===== src/rtl/ucs_pkg.sv =====
package ucs_pkg;

    localparam int FRAME_W = 16;

    // Command-word bit positions
    localparam int B_SD  = 13;
    localparam int B_TM  = 12;
    localparam int B_ST  = 11;
    localparam int B_TE  = 10;
    localparam int B_RTS = 9;
    localparam int B_PAR = 8;

    typedef enum logic [1:0] {
        CMD_RD_DATA = 2'b00,
        CMD_RD_CFG  = 2'b01,
        CMD_WR_DATA = 2'b10,
        CMD_WR_CFG  = 2'b11
    } cmd_t;

    typedef enum logic [1:0] {
        PWR_RUN   = 2'd0,
        PWR_DRAIN = 2'd1,
        PWR_OFF   = 2'd2,
        PWR_WAKE  = 2'd3
    } pwr_state_t;

endpackage


===== src/rtl/ucs_spi_frame.sv =====
module ucs_spi_frame
    import ucs_pkg::*;
#(
    parameter int SYNC_STAGES = 2
) (
    input  logic               clk,
    input  logic               rst_n,
    input  logic               sclk,
    input  logic               cs_n,
    input  logic               mosi,
    input  logic [FRAME_W-1:0] cfg_word,
    input  logic [FRAME_W-1:0] data_word,
    output logic               miso,
    output logic               frame_start,
    output logic               frame_done,
    output logic [FRAME_W-1:0] frame_word
);

    localparam int CW = $clog2(FRAME_W + 2);
    localparam int IW = $clog2(FRAME_W);
    localparam logic [CW-1:0] CNT_FULL = CW'(FRAME_W);
    localparam logic [CW-1:0] CNT_SAT  = CW'(FRAME_W + 1);

    logic [SYNC_STAGES-1:0] sclk_q, cs_q, mosi_q;
    logic                   sclk_d, cs_d;
    logic                   sclk_s, cs_s, mosi_s;
    logic                   cs_fall, cs_rise, sclk_rise;
    logic [CW-1:0]          cnt;
    logic                   cfg_sel;
    logic [FRAME_W-1:0]     sh, snap_cfg, snap_data, sel_word;
    logic [IW-1:0]          bit_idx;

    assign sclk_s = sclk_q[SYNC_STAGES-1];
    assign cs_s   = cs_q[SYNC_STAGES-1];
    assign mosi_s = mosi_q[SYNC_STAGES-1];

    assign cs_fall   = cs_d && !cs_s;
    assign cs_rise   = !cs_d && cs_s;
    assign sclk_rise = !sclk_d && sclk_s && !cs_s;

    always_ff @(posedge clk or negedge rst_n) begin
        if (!rst_n) begin
            sclk_q <= '0;
            cs_q   <= '1;
            mosi_q <= '0;
            sclk_d <= 1'b0;
            cs_d   <= 1'b1;
        end else begin
            sclk_q <= {sclk_q[SYNC_STAGES-2:0], sclk};
            cs_q   <= {cs_q[SYNC_STAGES-2:0], cs_n};
            mosi_q <= {mosi_q[SYNC_STAGES-2:0], mosi};
            sclk_d <= sclk_s;
            cs_d   <= cs_s;
        end
    end

    always_ff @(posedge clk or negedge rst_n) begin
        if (!rst_n) begin
            cnt       <= '0;
            cfg_sel   <= 1'b0;
            sh        <= '0;
            snap_cfg  <= '0;
            snap_data <= '0;
        end else if (cs_fall) begin
            cnt       <= '0;
            cfg_sel   <= 1'b0;
            snap_cfg  <= cfg_word;
            snap_data <= data_word;
        end else if (sclk_rise) begin
            sh <= {sh[FRAME_W-2:0], mosi_s};
            if (cnt != CNT_SAT) cnt <= cnt + 1'b1;
            if (cnt == CW'(1)) cfg_sel <= mosi_s;
        end
    end

    // Upper two response bits are common; the rest follow the command type
    always_comb begin
        sel_word = (cfg_sel && cnt >= CW'(2)) ? snap_cfg : snap_data;
        bit_idx  = IW'(FRAME_W - 1) - cnt[IW-1:0];
        miso     = (!cs_s && cnt < CNT_FULL) ? sel_word[bit_idx] : 1'b0;
    end

    assign frame_start = cs_fall;
    assign frame_done  = cs_rise && (cnt == CNT_FULL);
    assign frame_word  = sh;

endmodule


===== src/rtl/ucs_pwr_seq.sv =====
module ucs_pwr_seq
    import ucs_pkg::*;
#(
    parameter int STARTUP_CYC = 64
) (
    input  logic       clk,
    input  logic       rst_n,
    input  logic       hw_shdn,
    input  logic       sd_req,
    input  logic       tx_empty,
    input  logic       tx_idle,
    output pwr_state_t state,
    output logic       enter_off,
    output logic       wake_done
);

    localparam int CW = $clog2(STARTUP_CYC + 1);
    localparam logic [CW-1:0] WAKE_LAST = CW'(STARTUP_CYC - 1);

    pwr_state_t    state_q, state_nx;
    logic [CW-1:0] wake_cnt;

    always_comb begin
        state_nx = state_q;
        unique case (state_q)
            PWR_RUN: begin
                if (hw_shdn)     state_nx = PWR_OFF;
                else if (sd_req) state_nx = PWR_DRAIN;
            end
            PWR_DRAIN: begin
                if (hw_shdn)                  state_nx = PWR_OFF;
                else if (!sd_req)             state_nx = PWR_RUN;
                else if (tx_empty && tx_idle) state_nx = PWR_OFF;
            end
            PWR_OFF: begin
                if (!hw_shdn && !sd_req) state_nx = PWR_WAKE;
            end
            PWR_WAKE: begin
                if (hw_shdn)                    state_nx = PWR_OFF;
                else if (wake_cnt == WAKE_LAST) state_nx = PWR_RUN;
            end
        endcase
    end

    always_ff @(posedge clk or negedge rst_n) begin
        if (!rst_n) begin
            state_q  <= PWR_RUN;
            wake_cnt <= '0;
        end else begin
            state_q  <= state_nx;
            wake_cnt <= (state_q == PWR_WAKE) ? wake_cnt + 1'b1 : '0;
        end
    end

    always_comb begin
        state     = state_q;
        enter_off = (state_nx == PWR_OFF) && (state_q != PWR_OFF);
        wake_done = (state_q == PWR_WAKE) && (state_nx == PWR_RUN);
    end

endmodule


===== src/rtl/spi_uart_ctrl.sv =====
module spi_uart_ctrl
    import ucs_pkg::*;
#(
    parameter int STARTUP_CYC = 64,
    parameter int SYNC_STAGES = 2
) (
    input  logic       clk,
    input  logic       rst_n,
    input  logic       spi_sclk,
    input  logic       spi_cs_n,
    input  logic       spi_mosi,
    output logic       spi_miso,
    input  logic       hw_shdn,
    input  logic       cts_in,
    output logic       rts_out,
    output logic       irq,
    output logic       osc_en,
    output logic       engine_run,
    output logic       tx_hold_valid,
    output logic [7:0] tx_hold_data,
    output logic       tx_hold_par,
    output logic       tx_two_stop,
    input  logic       tx_take,
    input  logic       tx_idle,
    input  logic       rxq_valid,
    input  logic [7:0] rxq_data,
    input  logic       rxq_par,
    output logic       rxq_pop,
    output logic       rxq_clear,
    input  logic       rx_frame_err,
    input  logic       rx_frame_ok,
    input  logic       rx_line_edge
);

    logic [FRAME_W-1:0] cfg_word, data_word, frame_word;
    logic               frame_start, frame_done;
    pwr_state_t         pstate;
    logic               enter_off, wake_done;

    logic cfg_sd, cfg_tm, cfg_st;
    logic t_flag, fe_q, rts_q, r_snap;
    logic [7:0] hold_d;
    logic       hold_p;

    cmd_t cmd;
    logic wr_cfg, wr_data, data_cmd, load_tx;
    logic running, r_now, sd_rb;

    ucs_spi_frame #(.SYNC_STAGES(SYNC_STAGES)) u_spi (
        .clk         (clk),
        .rst_n       (rst_n),
        .sclk        (spi_sclk),
        .cs_n        (spi_cs_n),
        .mosi        (spi_mosi),
        .cfg_word    (cfg_word),
        .data_word   (data_word),
        .miso        (spi_miso),
        .frame_start (frame_start),
        .frame_done  (frame_done),
        .frame_word  (frame_word)
    );

    ucs_pwr_seq #(.STARTUP_CYC(STARTUP_CYC)) u_pwr (
        .clk       (clk),
        .rst_n     (rst_n),
        .hw_shdn   (hw_shdn),
        .sd_req    (cfg_sd),
        .tx_empty  (t_flag),
        .tx_idle   (tx_idle),
        .state     (pstate),
        .enter_off (enter_off),
        .wake_done (wake_done)
    );

    assign cmd      = cmd_t'(frame_word[FRAME_W-1:FRAME_W-2]);
    assign wr_cfg   = frame_done && (cmd == CMD_WR_CFG);
    assign wr_data  = frame_done && (cmd == CMD_WR_DATA);
    assign data_cmd = frame_done && !frame_word[FRAME_W-2];
    assign running  = (pstate == PWR_RUN) || (pstate == PWR_DRAIN);
    assign load_tx  = wr_data && !frame_word[B_TE] && (pstate == PWR_RUN);
    assign r_now    = rxq_valid && running;
    assign sd_rb    = (pstate == PWR_OFF) || hw_shdn;

    always_ff @(posedge clk or negedge rst_n) begin
        if (!rst_n) begin
            cfg_sd <= 1'b0;
            cfg_tm <= 1'b0;
            cfg_st <= 1'b0;
            rts_q  <= 1'b0;
            r_snap <= 1'b0;
        end else begin
            if (wr_cfg) begin
                cfg_sd <= frame_word[B_SD];
                cfg_tm <= frame_word[B_TM];
                cfg_st <= frame_word[B_ST];
            end
            if (wr_data)     rts_q  <= frame_word[B_RTS];
            if (frame_start) r_snap <= r_now;
        end
    end

    always_ff @(posedge clk or negedge rst_n) begin
        if (!rst_n) begin
            t_flag <= 1'b1;
            hold_d <= '0;
            hold_p <= 1'b0;
        end else if (enter_off) begin
            t_flag <= 1'b0;
            hold_d <= '0;
            hold_p <= 1'b0;
        end else if (wake_done) begin
            t_flag <= 1'b1;
        end else if (load_tx) begin
            t_flag <= 1'b0;
            hold_d <= frame_word[7:0];
            hold_p <= frame_word[B_PAR];
        end else if (tx_take && running) begin
            t_flag <= 1'b1;
        end
    end

    // Activity / framing-error flag: meaning depends on power state
    always_ff @(posedge clk or negedge rst_n) begin
        if (!rst_n) begin
            fe_q <= 1'b0;
        end else if (enter_off || wr_cfg) begin
            fe_q <= 1'b0;
        end else if (pstate == PWR_OFF) begin
            if (rx_line_edge) fe_q <= 1'b1;
        end else if (running) begin
            if (rx_frame_err)     fe_q <= 1'b1;
            else if (rx_frame_ok) fe_q <= 1'b0;
        end
    end

    assign cfg_word  = {r_now, t_flag, sd_rb, cfg_tm, cfg_st, fe_q, cts_in, 9'd0};
    assign data_word = {r_now, t_flag, 3'd0, fe_q, cts_in,
                        r_now ? rxq_par : 1'b0, r_now ? rxq_data : 8'd0};

    assign rts_out       = rts_q;
    assign irq           = cfg_tm && t_flag;
    assign osc_en        = (pstate != PWR_OFF);
    assign engine_run    = running;
    assign tx_hold_valid = !t_flag && running;
    assign tx_hold_data  = hold_d;
    assign tx_hold_par   = hold_p;
    assign tx_two_stop   = cfg_st;
    assign rxq_pop       = data_cmd && r_snap && running;
    assign rxq_clear     = (pstate == PWR_OFF);

endmodule


===== config.mk =====
export PLATFORM = sky130hd
export DESIGN_NAME = spi_uart_ctrl
export DESIGN_NICKNAME = d
export VERILOG_FILES = /design/src/rtl/ucs_pkg.sv /design/src/rtl/ucs_spi_frame.sv /design/src/rtl/ucs_pwr_seq.sv /design/src/rtl/spi_uart_ctrl.sv
export SDC_FILE = /design/constraint.sdc
export NUM_CORES = 1
export LEC_CHECK = 0
export ABC_AREA = 1
export BUFFER_PORTS_ARGS = -buffer_cell sky130_fd_sc_hd__buf_2
export CORE_UTILIZATION = 57
export CTS_CLUSTER_DIAMETER = 80
export CTS_CLUSTER_SIZE = 8
export DETAILED_ROUTE_END_ITERATION = 6
export GPL_TIMING_DRIVEN = 0
export PLACE_DENSITY = 0.79
export SYNTH_ARGS = -nofsm -noshare
export SYNTH_HDL_FRONTEND = slang
export SYNTH_SLANG_ARGS = --single-unit

===== constraint.sdc =====
create_clock -name clk -period 1.9 [get_ports clk]
set_clock_uncertainty 0.15 [all_clocks]
set_input_delay 0.38 -clock clk [delete_from_list [all_inputs] [get_ports clk]]
set_output_delay 0.38 -clock clk [all_outputs]
set_load 0.02 [all_outputs]

==> flow_summary.yaml, run 1 <==
cts:
  cts_sinks: 70
  numCtsBuffers: 9
  insertion_delay_ps: 350
  cts-root-buf: "clkbuf_8"
  clk_pin_slew_ps: 80
  cts_tree: "built"
  cts.path.max_buffers: 2
  htreeDepth: 3
worst_setup_path:
  r2r_cells: 12
  end_kind: "output port"
  crit_path_max_incr_delay_ps: 400
  cp_top_family: "simple AND/OR/NAND/NOR gates"
  timing_worst_setup_path_type: "flip-flop to output port"
  cp_slowest_cell: "dfrtp_1"
  cp_max_fo: 8
  rr_endpoint: "tx_hold_data[6]$_DFFE_PN0P_"
  r2r-start: "u_spi.cnt[0]$_DFFE_PN0P_"
  cp.arrival_ps: 1710
  crit_path_cell_trace: "buf_6, inv_2, nand2_1, nor2_1, nand2_1, nor4_2, buf_2"
  cp_common_cell: "nand2_1"
  crit_buf_inv: 3
  critical_path.startpoint_type: "flip-flop"
  required_ps: 1370
  regToRegSetupSlack_ps: -10
grt:
  grt_overflow: 0
  grt_max_degree: 71
  grt_util_met2_pct: 42.45
  top_usage_layer: "met2"
  grt.met3_usage_pct: 4.192
  grt_pass1_vias: 2591
  antenna_found_initial: 0
  grt_pass1_wl_um: 11280
  grtUsageTotal_pct: 24.80
  use_met1_pct: 30.02
floorplan:
  die_w_um: 76.18
  ios: 40
  die_h_um: 76.18
  core_sq_mm: 0.005205
  row_count: 26
  initial_core_util_pct: 60.26
  die-area_sq_mm: 0.005803
placed_design:
  dp_cells: 475
  dp_hpwl_um: 4402
  dpl-instance-area_sq_mm: 0.003428
  gp_congestion: 0.8244
  port_buffers: 39
cells_and_area:
  nFillCells: 380
  antenna_cells: 0
  finish.instance_area_sq_mm: 0.003864
  ff_latch_area_sq_mm: 0.001759
  nets: 457
  layout-drive-gt1-share_pct: 24.94
  stdcell_count: 507
  area.growth.synth_to_final_pct: 23.18
  multi_input_area_sq_mm: 0.001184
synth:
  synth_area_leaders: "dfrtp_1 53%, nand2_1 12%, o21ai_0 6.1%"
  syn_area_per_cell_sq_um: 8.570
  ys_seq_area_share_pct: 56.00
  ys_seq_elements: 70
  synth_nets: 391
  synthCells: 366
  synth_area_sq_mm: 0.003137
  synth.top_cell.area_share_pct: 52.65
  yosys.area.top_type: "dfrtp_1"
  synthArstFlopShare_pct: 100.0
  ys_warn_count: 0
  ys.flop_type: "dfrtp_1"
  synth_edf_count: 0
  synthDistinctLibCells: 30
route:
  vias_per_cell: 5.361
  drt_iter0_markers: 167
  first_pass_iters: 4
  drc_errors: 0
  drtAntennaViolNets: 0
  vias: 2718
  wl_per_cell_um: 13.90
  wirelength_um: 7047
timing:
  hold_violations: 10
  grt_setup_unrepaired: "yes"
  slew_viol_final: 0
  period_minus_slack_ps: 2239
  maxSlewHeadroom_pct: 43.07
  worst_pin_slew_ps: 854.0
  period_share_pct: 117.9
  layout_setup_ws_ps: -339.2
  max_freq_mhz: 446.6
  timing.hold.ws_ps: -14.90
  setup-violations-final: 3
outcome:
  run_status: "finished with violations"
  violations: "negative hold slack, negative setup slack"
worst_hold_path:
  min_path_type: "input pin to async pin"
flow_run:
  cap_violations: 0
power:
  ir_drop_mv: 0.7849
  power.density_mw_per_mm2: 1167
  cellLeakagePower_nw: 1.990
## layout make-up
| class | count | area share [%] |
|---|---|---|
| sequential | 70 | 45.53 |
| clock inverter | 6 | 2.850 |
| buffer | 9 | 2.008 |
| timing repair buffer | 54 | 8.614 |
| tap | 70 | 2.267 |
| multi-input combinational | 240 | 30.63 |
| clock buffer | 10 | 3.303 |
| inverter | 48 | 4.793 |
## cell usage after synthesis (2+ instances only)
master,number
a21oi_1,12
buf_2,4
clkbuf_1,4
clkinv_2,2
dfrtp_1,66
dfstp_2,4
ha_1,3
inv_1,40
inv_2,6
nand2_1,98
nand2_2,7
nand2_4,2
nand3_1,30
nand4_1,2
nor2_1,24
nor2_2,2
nor3_1,4
o211ai_1,2
o21ai_0,38
o22ai_1,6
## cells by family after synthesis
group / synth area share [%]
adders and majority gates: 1.197
AOI/OAI and AO/OA: 10.61
DFF: 56.00
buffers and inverters: 7.658
and+or+nand+nor: 24.53
## timing repair
action,4_1_cts,5_1_grt
buffers inserted,4,8
gates resized for setup,13,11
hold buffers,3,0
pin swaps,5,5
endpoints found under the hold margin,3,0
setup endpoints to repair,3,20
cloned,0,2
## state kept, by name (all words and copies together), names as in the netlist
signal	cells
u_spi.cnt	5
fe_q	1
cfg_tm	1
u_spi.snap_data	9
cfg_sd	1
u_spi.frame_word	16
rts_out	1
tx_hold_par	1
u_spi.cfg_sel	1
u_spi.mosi_q	2
u_spi.sclk_q	2
u_pwr.wake_cnt	7
tx_two_stop	1
t_flag	1
r_snap	1
u_spi.cs_q	2
tx_hold_data	8
u_spi.cs_d	1
u_pwr.state	2
u_spi.sclk_d	1
u_spi.snap_cfg	6
## metrics by stage
step	utilization, %	worst slack, ps	hold WS (ps)	power [mW]	setup TNS [ps]
after global routing	74.23	-408.1	78.02	4.736	-1575
after CTS	72.19	-291.1	16.60	4.403	-558.4
after detailed placement	65.87	-130.2	191.2	2.869	-130.2
after floorplan	-	57.16	-65.59	2.576	0
final	74.23	-339.2	-14.90	4.509	-666.5
after global placement	65.82	-110.4	184.8	2.831	-1965
## cells in the final DEF (no fill, tap or decap), types with 2 or more instances in the layout
cell,netlist,routed
a21oi_1,12,12
buf_2,4,38
buf_4,1,13
buf_6,0,4
bufinv_16,0,3
clkbuf_1,4,3
clkbuf_8,0,9
clkinv_2,2,3
clkinvlp_4,0,2
dfrtp_1,66,64
dfrtp_2,0,2
dfstp_2,4,4
dlygate4sd3_1,0,3
ha_1,3,2
inv_1,40,40
inv_2,6,5
nand2_1,98,98
nand2_2,7,9
nand2_4,2,2
nand3_1,30,30
nand4_1,2,2
nor2_1,24,22
nor2_2,2,2
nor2_4,1,3
nor3_1,4,4
o211ai_1,2,2
o21ai_0,38,34
o21ai_1,0,4
o22ai_1,6,6
## power breakdown
group	internal, mW	switching [mW]	total [mW]
clock network	0.869	0.561	1.43
logic	0.504	0.788	1.29
registers	1.66	0.127	1.79
## worst max-delay path by stage
stage | cells after the start | from | endpoint | slack [ps]
after global placement | 8 | u_spi.cnt[0]$_DFFE_PN0P_ | spi_miso | -110
after CTS | 9 | u_spi.cnt[0]$_DFFE_PN0P_ | spi_miso | -290
after detailed placement | 8 | u_spi.cnt[0]$_DFFE_PN0P_ | spi_miso | -130
after global routing | 7 | u_spi.cnt[1]$_DFFE_PN0P_ | rxq_pop | -410
after floorplan | 8 | u_spi.cnt[0]$_DFFE_PN0P_ | spi_miso | 60
final | 7 | u_spi.cnt[0]$_DFFE_PN0P_ | rxq_pop | -340
## worst reg2reg max path, delay by kind of cell, from the launching register on
kind | cells | cell delay, ps
simple gates | 7 | 720
flops | 1 | 400
buf+inv | 5 | 570
## per-layer routing
metal | up-vias | wire, um
li1 | 1308 | -
met1 | 1322 | 2940
met2 | 66 | 3672
met3 | 22 | 224
met4 | 0 | 210
met5 | - | 0
No activity file was read; power rests on OpenSTA's default activity.
==> run 2, diff against run 1 <==
==> constraint.sdc (replaced) <==
create_clock -name clk -period 1.9 [get_ports clk]
set_clock_uncertainty 0.15 [all_clocks]
set_input_delay 0.38 -clock clk [delete_from_list [all_inputs] [get_ports clk]]
set_output_delay 0.38 -clock clk [all_outputs]
set_load 0.005 [all_outputs]
==> run 2 against run 1 <==
- the run still ends with negative hold slack, negative setup slack left
- first-iteration DRC count increased by 11%
- global-route usage increased by 2.0 points
- final cell count increased by 0.39%
- clock-buffer cell count increased by 2
- critical path depth increased by 2
- non-clock buffer count increased by 3
- final area increased by 1.5%
- critical endpoint is now spi_miso
==> flow_summary.yaml, run 2 (synthesis gave the netlist of run 1 again) <==
outcome:
  run_status: "finished with violations"
  violations: "negative hold slack, negative setup slack"
worst_setup_path:
  cp_top_family: "flip-flops"
  crit_path_cell_trace: "buf_6, buf_6, nand2_2, o21ai_2, a211oi_2, nand2_1, nand2_1, nor2_1, buf_2"
  crit_path_max_incr_delay_ps: 400
  end_kind: "output port"
  cp_slowest_cell: "dfrtp_1"
  critical_path.startpoint_type: "flip-flop"
  timing_worst_setup_path_type: "flip-flop to output port"
  r2r-start: "u_spi.cnt[0]$_DFFE_PN0P_"
  required_ps: 1370
  crit_start: "u_spi.cnt[0]$_DFFE_PN0P_"
  cp.arrival_ps: 1650
  cp_max_fo: 8
  crit_buf_inv: 3
cts:
  htreeDepth: 3
  cts.path.max_buffers: 2
  cts_tree: "built"
  cts-root-buf: "clkbuf_8"
  numCtsBuffers: 9
  insertion_delay_ps: 350
  clk_pin_slew_ps: 70
  cts_sinks: 70
timing:
  timing.hold.ws_ps: -7.484
  period_minus_slack_ps: 2182
  maxSlewHeadroom_pct: 42.36
  max_freq_mhz: 458.4
  worst_pin_slew_ps: 864.5
  layout_setup_ws_ps: -281.5
  hold_violations: 6
  fin_tns_setup_ps: -416.8
  period_share_pct: 114.8
  slew_viol_final: 0
  grt_setup_unrepaired: "yes"
  setup-violations-final: 2
power:
  cellLeakagePower_nw: 2.029
  ir_drop_mv: 0.6971
  power_mw: 4.249
  power.density_mw_per_mm2: 1083
placed_design:
  gp_congestion: 0.8087
  port_buffers: 39
  dp_hpwl_um: 4318
route:
  wl_per_cell_um: 13.81
  vias: 2671
  drc_errors: 0
  drtAntennaViolNets: 0
  first_pass_iters: 4
  vias_per_cell: 5.248
  wirelength_um: 7030
  drt_iter0_markers: 185
grt:
  grt_max_degree: 71
  grtUsageTotal_pct: 26.77
  grt_overflow: 0
  antenna_found_initial: 0
  grt_pass1_vias: 2610
  grt_pass1_wl_um: 11880
cells_and_area:
  layout-drive-gt1-share_pct: 29.16
  nets: 459
  largest_reg_flops: 16
  final_common_cell: "nand2_1"
  mostFrequentLayoutCells: "94 x nand2_1, 65 x dfrtp_1, 40 x inv_1, 39 x buf_2, 34 x o21ai_0"
  area.growth.synth_to_final_pct: 25.05
  antenna_cells: 0
floorplan:
  die_h_um: 76.18
  die_w_um: 76.18
  core_sq_mm: 0.005205
  row_count: 26
  die-area_sq_mm: 0.005803
  ios: 40
  initial_core_util_pct: 60.26
worst_hold_path:
  min_path_type: "input pin to async pin"
flow_run:
  cap_violations: 0
-- run 2: layout make-up --
type	count	area, sq um
flip-flops and latches	70	1758
fillers	378	1282
multi-input cells	239	1256
repair buffers	56	345.3
inverters	48	191.4
clock buffers	12	155.1
well taps	70	87.58
plain buffers	10	83.83
clock inverters	4	45.04
-- run 2: worst paths after layout --
| check | to | slack (ps) | cells past startpoint |
|---|---|---|---|
| worst max-delay path | spi_miso | -280 | 9 |
| worst min-delay path | u_spi.snap_data[4]$_DFFE_PN0P_ | -7 | 1 |
| worst max register to register | tx_hold_data[5]$_DFFE_PN0P_ | 20 | 12 |
| worst min register to register | u_spi.sclk_q[1]$_DFF_PN0_ | 200 | 0 |
| max in group asynchronous | u_pwr.state[1]$_DFF_PN0_ | 980 | 1 |
| min in group clk | u_spi.snap_cfg[9]$_DFFE_PN0P_ | 100 | 3 |
-- run 2: what timing repair did --
action                                 4_1_cts  5_1_grt
resized for setup                           23       25
hold buffers                                 3        0
endpoints found under the hold margin        3        0
setup endpoints to repair                   11       38
pin swaps                                    6       14
setup buffers                               11        3
gates cloned                                 1        0
-- run 2: through the flow --
stage	std cells	instance area, sq um	hold slack, ps	util [%]	setup WS [ps]
after floorplan	366	3137	-65.59	-	187.9
after global placement	475	3420	186.3	65.70	-81.87
after detailed placement	475	3422	185.5	65.75	-86.75
after CTS	506	3817	19.59	73.34	-247.4
after global routing	509	3923	69.10	75.36	-355.4
final	509	3923	-7.484	75.36	-281.5
-- run 2: per-layer routing --
metal | wire, um | share of wire, % | vias up | GRT usage, %
met5 | 0 | 0 | - | 0
met4 | 186 | 2.6 | 0 | 15.00
met3 | 296 | 4.2 | 19 | 5.269
met2 | 3604 | 51 | 71 | 44.45
met1 | 2943 | 42 | 1277 | 32.93
li1 | - | - | 1304 | -
-- run 2: report_power, final --
group	internal, mW	total, mW	switching [mW]
registers	1.66	1.79	0.132
clock network	0.672	1.21	0.536
logic	0.503	1.25	0.746
total	2.84	4.25	1.41
==> run 3, diff against run 2 <==
--- a/config.mk
+++ b/config.mk
@@ -7,12 +7,13 @@
 export LEC_CHECK = 0
 export ABC_AREA = 1
 export BUFFER_PORTS_ARGS = -buffer_cell sky130_fd_sc_hd__buf_2
-export CORE_UTILIZATION = 57
+export CORE_UTILIZATION = 55
 export CTS_CLUSTER_DIAMETER = 80
 export CTS_CLUSTER_SIZE = 8
 export DETAILED_ROUTE_END_ITERATION = 6
 export GPL_TIMING_DRIVEN = 0
-export PLACE_DENSITY = 0.79
+export HOLD_SLACK_MARGIN = 0.15
+export PLACE_DENSITY = 0.76
 export SYNTH_ARGS = -nofsm -noshare
 export SYNTH_HDL_FRONTEND = slang
 export SYNTH_SLANG_ARGS = --single-unit
==> run 3 against run 2 <==
- the run ends with negative setup slack left
- sequential power barely moved
- die area is 3.5% higher
- setup slack worse by 25 ps
- critical path depth shrank 2
- final area decreased by 0.51%
- sequential cell count did not move
- utilization decreased by 4.5 points
- maximum frequency fell by 1.1%
- power decreased by 2.2%
- register-to-register slack worse by 80 ps
- sequential share of layout area is 0.29 points higher
- critical path type unchanged
- critical endpoint is now rxq_pop
- largest cell class unchanged
- largest power group unchanged
==> flow_summary.yaml, run 3 (synthesis gave the netlist of run 1 again) <==
timing:
  grt_setup_unrepaired: "yes"
  setup-violations-final: 11
  fin_tns_setup_ps: -947.1
  hold_violations: 0
  slew_viol_final: 0
  maxSlewHeadroom_pct: 44.05
  max_freq_mhz: 453.2
  period_minus_slack_ps: 2207
  timing.hold.ws_ps: 181.0
  layout_setup_ws_ps: -306.6
  period_share_pct: 116.1
  worst_pin_slew_ps: 839.3
floorplan:
  initial_core_util_pct: 56.96
  die_h_um: 77.52
  row_count: 27
  ios: 40
  core_sq_mm: 0.005507
  die-area_sq_mm: 0.006009
  die_w_um: 77.52
placed_design:
  port_buffers: 39
  dp_hpwl_um: 4475
  gp_congestion: 0.8500
  dp_slack_ps: -82.18
  dp_cells: 477
  dpl-instance-area_sq_mm: 0.003425
outcome:
  violations: "negative setup slack"
  run_status: "finished with violations"
worst_setup_path:
  crit_path_max_incr_delay_ps: 390
  required_ps: 1370
  crit_path_cell_trace: "buf_6, inv_2, nand2_1, nor2_1, nand2_2, nor4_4, buf_2"
  timing_worst_setup_path_type: "flip-flop to output port"
  critical_path.startpoint_type: "flip-flop"
  cp_top_family: "simple AND/OR/NAND/NOR gates"
  cp.arrival_ps: 1680
  crit_buf_inv: 3
  end_kind: "output port"
  cp_max_fo: 7
  cp_slowest_cell: "dfrtp_1"
grt:
  grt_pass1_vias: 2586
  grtUsageTotal_pct: 24.32
  grt_overflow: 0
  grt_max_degree: 71
  antenna_found_initial: 0
  grt_pass1_wl_um: 11290
cts:
  htreeDepth: 3
  cts_tree: "built"
  cts_sinks: 70
  clk_pin_slew_ps: 80
  insertion_delay_ps: 340
  cts-root-buf: "clkbuf_8"
  cts.path.max_buffers: 2
  numCtsBuffers: 9
route:
  wl_per_cell_um: 13.39
  wirelength_um: 6841
  drtAntennaViolNets: 0
  vias: 2630
  drc_errors: 0
  vias_per_cell: 5.147
  drt_iter0_markers: 176
  first_pass_iters: 4
cells_and_area:
  antenna_cells: 0
  nets: 459
  stdcell_count: 511
  nFillCells: 440
  layout-drive-gt1-share_pct: 24.60
  postLayoutCoreUtil_pct: 70.87
  area.growth.synth_to_final_pct: 24.41
  largest_reg_flops: 16
  final_common_cell: "nand2_1"
  finish.instance_area_sq_mm: 0.003902
  mostFrequentLayoutCells: "94 x nand2_1, 63 x dfrtp_1, 40 x inv_1, 39 x buf_2, 35 x o21ai_0"
power:
  ir_drop_mv: 0.8250
  power_mw: 4.155
  power.density_mw_per_mm2: 1065
  cellLeakagePower_nw: 2.002
worst_hold_path:
  min_path_type: "input pin to flip-flop"
flow_run:
  cap_violations: 0
run 3: changes by cell type in the layout (fill, tap and decap cells not counted), moves of 2 or more:
cell | previous run | this run
clkbuf_1 | 2 | 4
nand3_2 | 9 | 0
nand3_1 | 21 | 30
dfrtp_1 | 65 | 63
clkinvlp_4 | 0 | 2
buf_4 | 14 | 5
clkbuf_2 | 3 | 0
dfrtp_2 | 1 | 3
dlygate4sd3_1 | 3 | 12
run 3: cell type report:
| class | count | area (sq um) | area share (%) |
|---|---|---|---|
| buffer | 9 | 76.32 | 1.956 |
| clock buffer | 11 | 141.4 | 3.623 |
| clock inverter | 5 | 58.81 | 1.507 |
| inverter | 48 | 185.2 | 4.745 |
| multi-input combinational | 239 | 1211 | 31.04 |
| sequential | 70 | 1760 | 45.11 |
| tap | 72 | 90.09 | 2.308 |
| timing repair buffer | 57 | 379.1 | 9.715 |
run 3: power breakdown:
part | total (mW) | internal [mW] | leakage, nW | switching (mW)
clock | 1.20 | 0.643 | 0.0955 | 0.558
combinational | 1.16 | 0.466 | 0.982 | 0.692
sequential | 1.80 | 1.66 | 0.924 | 0.137
total | 4.16 | 2.77 | 2.00 | 1.39
run 3: timing repair:
| action | in CTS | in global routing |
|---|---|---|
| hold endpoints to repair | 77 | 0 |
| setup endpoints to repair | 2 | 22 |
| setup buffers | 3 | 3 |
| resized for setup | 9 | 23 |
| cloned | 0 | 1 |
| hold buffers | 12 | 0 |
| pin swaps | 5 | 8 |
run 3: metal layers:
layer  vias up  GRT usage (%)  wire length, um  share of wire (%)
li1       1305              -                -                  -
met1      1249          29.07             2924                 43
met2        64          40.80             3562                 52
met3        12          6.235              238                3.5
met4         0          11.89              116                1.7
met5         -              0                0                  0
run 3: path summary, 6_finish.rpt:
kind	start	endpoint	slack, ps	depth (start not counted)
max	u_spi.cnt[0]$_DFFE_PN0P_	rxq_pop	-310	7
min	rxq_par	u_spi.snap_data[8]$_DFFE_PN0P_	180	3
max reg2reg	u_spi.cnt[0]$_DFFE_PN0P_	tx_hold_data[2]$_DFFE_PN0P_	-60	12
min reg2reg	u_spi.sclk_q[0]$_DFF_PN0_	u_spi.sclk_q[1]$_DFF_PN0_	210	0
max in group asynchronous	rst_n	u_pwr.state[1]$_DFF_PN0_	450	2
min in group asynchronous	rst_n	u_spi.snap_data[2]$_DFFE_PN0P_	560	2
run 3: worst min-delay path: stages:
cell and delay (ps):
buf_2 100, inv_1 50, o21ai_0 90
